`config.mk`:
```
export PLATFORM = sky130hd
export DESIGN_NAME = pairreg_file
export DESIGN_NICKNAME = d
export VERILOG_FILES = /design/src/rtl/rf_pkg.sv /design/src/rtl/rf_mode_decode.sv /design/src/rtl/rf_write_decode.sv /design/src/rtl/rf_storage.sv /design/src/rtl/rf_read_port.sv /design/src/rtl/pairreg_file.sv
export SDC_FILE = /design/constraint.sdc
export NUM_CORES = 1
export LEC_CHECK = 0
export BUFFER_PORTS_ARGS = -buffer_cell sky130_fd_sc_hd__buf_2
export CAP_MARGIN = 40
export CORE_MARGIN = 2
export CORE_UTILIZATION = 55
export CTS_BUF_LIST = sky130_fd_sc_hd__clkbuf_8
export CTS_CLUSTER_DIAMETER = 150
export CTS_CLUSTER_SIZE = 8
export DETAILED_ROUTE_END_ITERATION = 12
export PLACE_DENSITY = 0.69
export SYNTH_ARGS = -nofsm -noshare
export SYNTH_HDL_FRONTEND = slang
export SYNTH_HIERARCHICAL = 1
export SYNTH_SLANG_ARGS = --single-unit
```
`constraint.sdc`:
```
create_clock -name clk -period 4.8 [get_ports clk]
set_input_delay 0.96 -clock clk [delete_from_list [all_inputs] [get_ports clk]]
set_output_delay 0.96 -clock clk [all_outputs]
set_load 0.02 [all_outputs]
```
`src/rtl/rf_pkg.sv`:
```
package rf_pkg;
  typedef enum logic [1:0] {
    MODE_B1   = 2'd0,
    MODE_B2   = 2'd1,
    MODE_B2W  = 2'd2,
    MODE_W1   = 2'd3
  } rf_mode_e;
endpackage

```
`src/rtl/rf_mode_decode.sv`:
```
module rf_mode_decode
  import rf_pkg::*;
#(
  parameter int unsigned IDX_W = 5
) (
  input  rf_mode_e         mode_i,
  input  logic [IDX_W-1:0] idx_a_i,
  input  logic [IDX_W-1:0] idx_w_i,
  input  logic             wr_en_i,
  output logic             rd_a_wide_o,
  output logic             rd_b_used_o,
  output logic             wr_wide_o,
  output logic             pair_err_o,
  output logic             wr_commit_o
);
  logic rd_err, wr_err;

  always_comb begin
    rd_a_wide_o = (mode_i == MODE_W1);
    rd_b_used_o = (mode_i == MODE_B2) || (mode_i == MODE_B2W);
    wr_wide_o   = (mode_i == MODE_B2W) || (mode_i == MODE_W1);
    rd_err      = rd_a_wide_o && idx_a_i[0];
    wr_err      = wr_wide_o && wr_en_i && idx_w_i[0];
    pair_err_o  = rd_err || wr_err;
    wr_commit_o = wr_en_i && !pair_err_o;
  end
endmodule

```
`src/rtl/rf_write_decode.sv`:
```
module rf_write_decode #(
  parameter int unsigned NUM_REGS = 32,
  parameter int unsigned DATA_W   = 8,
  localparam int unsigned IDX_W   = $clog2(NUM_REGS)
) (
  input  logic              wr_commit_i,
  input  logic              wr_wide_i,
  input  logic [IDX_W-1:0]  idx_w_i,
  input  logic [2*DATA_W-1:0] wdata_i,
  output logic [NUM_REGS-1:0] reg_en_o,
  output logic [DATA_W-1:0] reg_d_o [NUM_REGS]
);
  logic [IDX_W-1:0] idx_hi;
  assign idx_hi = {idx_w_i[IDX_W-1:1], 1'b1};

  for (genvar i = 0; i < NUM_REGS; i++) begin : g_slot
    logic hit_lo, hit_hi;
    assign hit_lo = (idx_w_i == IDX_W'(i));
    assign hit_hi = wr_wide_i && (idx_hi == IDX_W'(i));
    assign reg_en_o[i] = wr_commit_i && (hit_lo || hit_hi);
    if (i % 2 == 1) begin : g_odd
      assign reg_d_o[i] = wr_wide_i ? wdata_i[2*DATA_W-1:DATA_W] : wdata_i[DATA_W-1:0];
    end else begin : g_even
      assign reg_d_o[i] = wdata_i[DATA_W-1:0];
    end
  end
endmodule

```
`src/rtl/rf_storage.sv`:
```
module rf_storage #(
  parameter int unsigned NUM_REGS = 32,
  parameter int unsigned DATA_W   = 8
) (
  input  logic                clk,
  input  logic                rst_n,
  input  logic [NUM_REGS-1:0] reg_en_i,
  input  logic [DATA_W-1:0]   reg_d_i [NUM_REGS],
  output logic [DATA_W-1:0]   reg_q_o [NUM_REGS]
);
  for (genvar i = 0; i < NUM_REGS; i++) begin : g_reg
    always_ff @(posedge clk or negedge rst_n) begin
      if (!rst_n) begin
        reg_q_o[i] <= '0;
      end else if (reg_en_i[i]) begin
        reg_q_o[i] <= reg_d_i[i];
      end
    end
  end
endmodule

```
`src/rtl/rf_read_port.sv`:
```
module rf_read_port #(
  parameter int unsigned NUM_REGS  = 32,
  parameter int unsigned DATA_W    = 8,
  parameter bit          WIDE_CAP  = 1'b1,
  localparam int unsigned IDX_W    = $clog2(NUM_REGS),
  localparam int unsigned OUT_W    = WIDE_CAP ? 2*DATA_W : DATA_W
) (
  input  logic [DATA_W-1:0] regs_i [NUM_REGS],
  input  logic [IDX_W-1:0]  idx_i,
  input  logic              en_i,
  input  logic              wide_i,
  output logic [OUT_W-1:0]  data_o
);
  logic [DATA_W-1:0] lo, hi;

  always_comb begin
    lo = regs_i[idx_i];
    hi = regs_i[{idx_i[IDX_W-1:1], 1'b1}];
    data_o = '0;
    if (en_i) begin
      if (WIDE_CAP && wide_i) begin
        if (!idx_i[0]) data_o = OUT_W'({hi, lo});
      end else begin
        data_o[DATA_W-1:0] = lo;
      end
    end
  end
endmodule

```
`src/rtl/pairreg_file.sv`:
```
module pairreg_file
  import rf_pkg::*;
#(
  parameter int unsigned NUM_REGS = 32,
  parameter int unsigned DATA_W   = 8,
  localparam int unsigned IDX_W   = $clog2(NUM_REGS)
) (
  input  logic                clk,
  input  logic                rst_n,
  input  logic [1:0]          mode,
  input  logic [IDX_W-1:0]    idx_a,
  input  logic [IDX_W-1:0]    idx_b,
  input  logic [IDX_W-1:0]    idx_w,
  input  logic                wr_en,
  input  logic [2*DATA_W-1:0] wdata,
  output logic [2*DATA_W-1:0] rdata_a,
  output logic [DATA_W-1:0]   rdata_b,
  output logic                pair_err
);
  rf_mode_e            mode_e;
  logic                rd_a_wide, rd_b_used, wr_wide, wr_commit;
  logic [NUM_REGS-1:0] reg_en;
  logic [DATA_W-1:0]   reg_d [NUM_REGS];
  logic [DATA_W-1:0]   rf_q  [NUM_REGS];

  assign mode_e = rf_mode_e'(mode);

  rf_mode_decode #(.IDX_W(IDX_W)) u_dec (
    .mode_i      (mode_e),
    .idx_a_i     (idx_a),
    .idx_w_i     (idx_w),
    .wr_en_i     (wr_en),
    .rd_a_wide_o (rd_a_wide),
    .rd_b_used_o (rd_b_used),
    .wr_wide_o   (wr_wide),
    .pair_err_o  (pair_err),
    .wr_commit_o (wr_commit)
  );

  rf_write_decode #(.NUM_REGS(NUM_REGS), .DATA_W(DATA_W)) u_wdec (
    .wr_commit_i (wr_commit),
    .wr_wide_i   (wr_wide),
    .idx_w_i     (idx_w),
    .wdata_i     (wdata),
    .reg_en_o    (reg_en),
    .reg_d_o     (reg_d)
  );

  rf_storage #(.NUM_REGS(NUM_REGS), .DATA_W(DATA_W)) u_store (
    .clk      (clk),
    .rst_n    (rst_n),
    .reg_en_i (reg_en),
    .reg_d_i  (reg_d),
    .reg_q_o  (rf_q)
  );

  rf_read_port #(.NUM_REGS(NUM_REGS), .DATA_W(DATA_W), .WIDE_CAP(1'b1)) u_rd_a (
    .regs_i (rf_q),
    .idx_i  (idx_a),
    .en_i   (1'b1),
    .wide_i (rd_a_wide),
    .data_o (rdata_a)
  );

  rf_read_port #(.NUM_REGS(NUM_REGS), .DATA_W(DATA_W), .WIDE_CAP(1'b0)) u_rd_b (
    .regs_i (rf_q),
    .idx_i  (idx_b),
    .en_i   (rd_b_used),
    .wide_i (1'b0),
    .data_o (rdata_b)
  );
endmodule

```
==> results.md <==
* Die X at 176.9 um
* Hold-fix buffers, CTS at 0
* Core Area at 29560 um^2
* DRC violations left at 0
* Worst hold path class: primary input to asynchronous set/reset pin
* Final #Nets at 1060
* Via Count at 9480
* Post-layout instance area at 15710 um^2
* Logic pwr share at 0.266
* Fmax at 240.5 MHz
* # setup viols final at 0
* Reg2Reg Capture Point: u_store/reg_q_o[70]$_DFFE_PN0P_
* Fraction of layout cells with a size suffix above 1 at 0.5777
* Family with the most delay on the worst path: buffers and inverters
* Part of the power in registers at 0.487
* Die area at 31280 um^2
* Via-to-Cell Ratio at 6.700
* Max Cap Viol at 0
* Worst setup path endpoint: rdata_a[4]
* Most common cell after layout, fill and taps aside: mux2_2
* CTS tree: built
* Io pins at 61
* Clock buffer depth at 3
* Initial antenna violation count at 2
* CP endpoint kind: output pin
* # clock sinks at 256
* Worst Setup Start Kind: primary input
* DR iter-0 viols at between 900 and 1000
* CTS-repair resized insts at 0
* Synth Instances at around 1200
* Avg Inst Size Synth at 13.63 um^2
* Internal at 4.274 mW
* RSZ-0062 raised after global routing: false
* Final HPWL DP at 29920 um
* Clock power frac at 0.247
* Max-slew violations at 0
* Non-filler cells, final at 1415
* Fillers at about 2500
* R2R depth at 1
* Crit-path most repeated cell: buf_2
* Synth Warn # at 6
* Largest fanout on the critical path at 27
* Critical path required time at 3840 ps
* Inst Count DP at 1373
* Critical path depth at 7
* R2r startpoint: u_store/reg_q_o[70]$_DFFE_PN0P_
* Critical path class: primary input to output pin
* Fin. Hold Viols at 0
* Post-DP Area at around 15000 um^2
* NetSw at 1.882 mW
* Switch share at 0.3057
* Port Buffers at 60
* CTS root buf: clkbuf_8
* Die height at 176.9 um
* Largest net degree at the start of global routing at 119
* Vias in the first global route at 9585
* Rows at 63
* WL final at between 40000 and 50000 um
* Largest registers: u_store/reg_q_o x256
* Crit path DAT at 3200 ps
* Tot GR Track Use at 0.2791
* Clk_lat worst skew at 540 ps
* CTS Buf Count at 37
* PwrDens at 391.8 nW/um^2
* Initial DRT Pass Iterations at 5
* Slew HR at 0.3661
* FF-to-FF setup slack at between 3000 and 4000 ps
* Max reg flops at 256
* Critical path's slowest cell: a2111oi_0
* Setup_tns at 0 ps
* Buf/Inv on CP at 4
* Gp weighted congestion at around 0.93
* Peak VDD IR at 0.2443 mV
* Total grt overflow at 0
* Layout Area Growth over Synthesis at -4.401%
* Biggest register: u_store/reg_q_o
* Tmin final at ~4200 ps
* Measured slew at the worst slew-check pin at 950.8 ps
* Mapped cell area at 16430 um^2
* DR WL/cell at 29.90 um
* Cells traversed along the worst timing path: buf_2 > buf_12 > buf_4 > mux4_2 > o31ai_1 > a2111oi_0 > buf_2
* Postcts setup bufs at 0
* Routed Antenna Nets at 0
* Crit path launch: idx_a[2]
* Reg clk slew, reported paths at approximately 60 ps
* Most frequent cells in the layout: mux2_2 (290), dfrtp_1 (256), mux4_2 (130)
* Leak at 6.680 nW
* Skew final at 0 ps
* Outcome: finished clean
* Initial Utilization at 0.5560
* # H-tree levels at 2
* Final critical-path share of the clock period at 0.8664
* Max incr delay on CP at 730 ps
* First-pass GRT wire length at approximately 64000 um
through the flow:
stage	setup slack [ps]	power, mW	util	hold slack (ps)
3_3_place_gp	629.3	4.586	0.5114	501.5
5_1_grt	535.2	6.416	0.5315	541.4
3_5_place_dp	644.4	4.642	0.5129	512.6
4_1_cts	637.6	6.167	0.5313	525.7
6_report	641.2	6.156	0.5315	492.1
2_1_floorplan	922.6	4.248	-	490.4
layer usage:
layer	routed length [um]	GRT usage
met5	0	0
met1	17270	0.3951
met4	1860	0.1150
met3	3160	0.04489
met2	20010	0.4331
power groups by stage:
stage	logic, mW	clock network [mW]	registers (mW)
final	1.64	1.52	3.00
after global routing	1.72	1.64	3.06
after CTS	1.62	1.56	2.99
after detailed placement	1.61	0	3.03
after global placement	1.57	0	3.01
after floorplan	1.38	0	2.87
worst min-delay path by stage:
stage	from	end	cells past startpoint
after detailed placement	u_store/reg_q_o[93]$_DFFE_PN0P_	u_store/reg_q_o[93]$_DFFE_PN0P_	1
after global placement	u_store/reg_q_o[214]$_DFFE_PN0P_	u_store/reg_q_o[214]$_DFFE_PN0P_	1
after floorplan	u_store/reg_q_o[159]$_DFFE_PN0P_	u_store/reg_q_o[159]$_DFFE_PN0P_	1
final	rst_n	u_store/reg_q_o[228]$_DFFE_PN0P_	1
after CTS	u_store/reg_q_o[93]$_DFFE_PN0P_	u_store/reg_q_o[93]$_DFFE_PN0P_	1
after global routing	u_store/reg_q_o[34]$_DFFE_PN0P_	u_store/reg_q_o[34]$_DFFE_PN0P_	1
cell type report:
class                           count  area [um^2]  share of cell area
Tap cell                          390        488.0             0.03106
Sequential cell                   256         6406              0.4077
Clock buffer                       39        536.8             0.03416
Clock inverter                      1        7.507           0.0004778
Antenna cell                        2        5.005           0.0003185
Multi-Input combinational cell    614         7523              0.4789
Timing Repair Buffer              108        725.7             0.04619
Inverter                            5        18.77            0.001195
(Power assumes the default switching activity.)
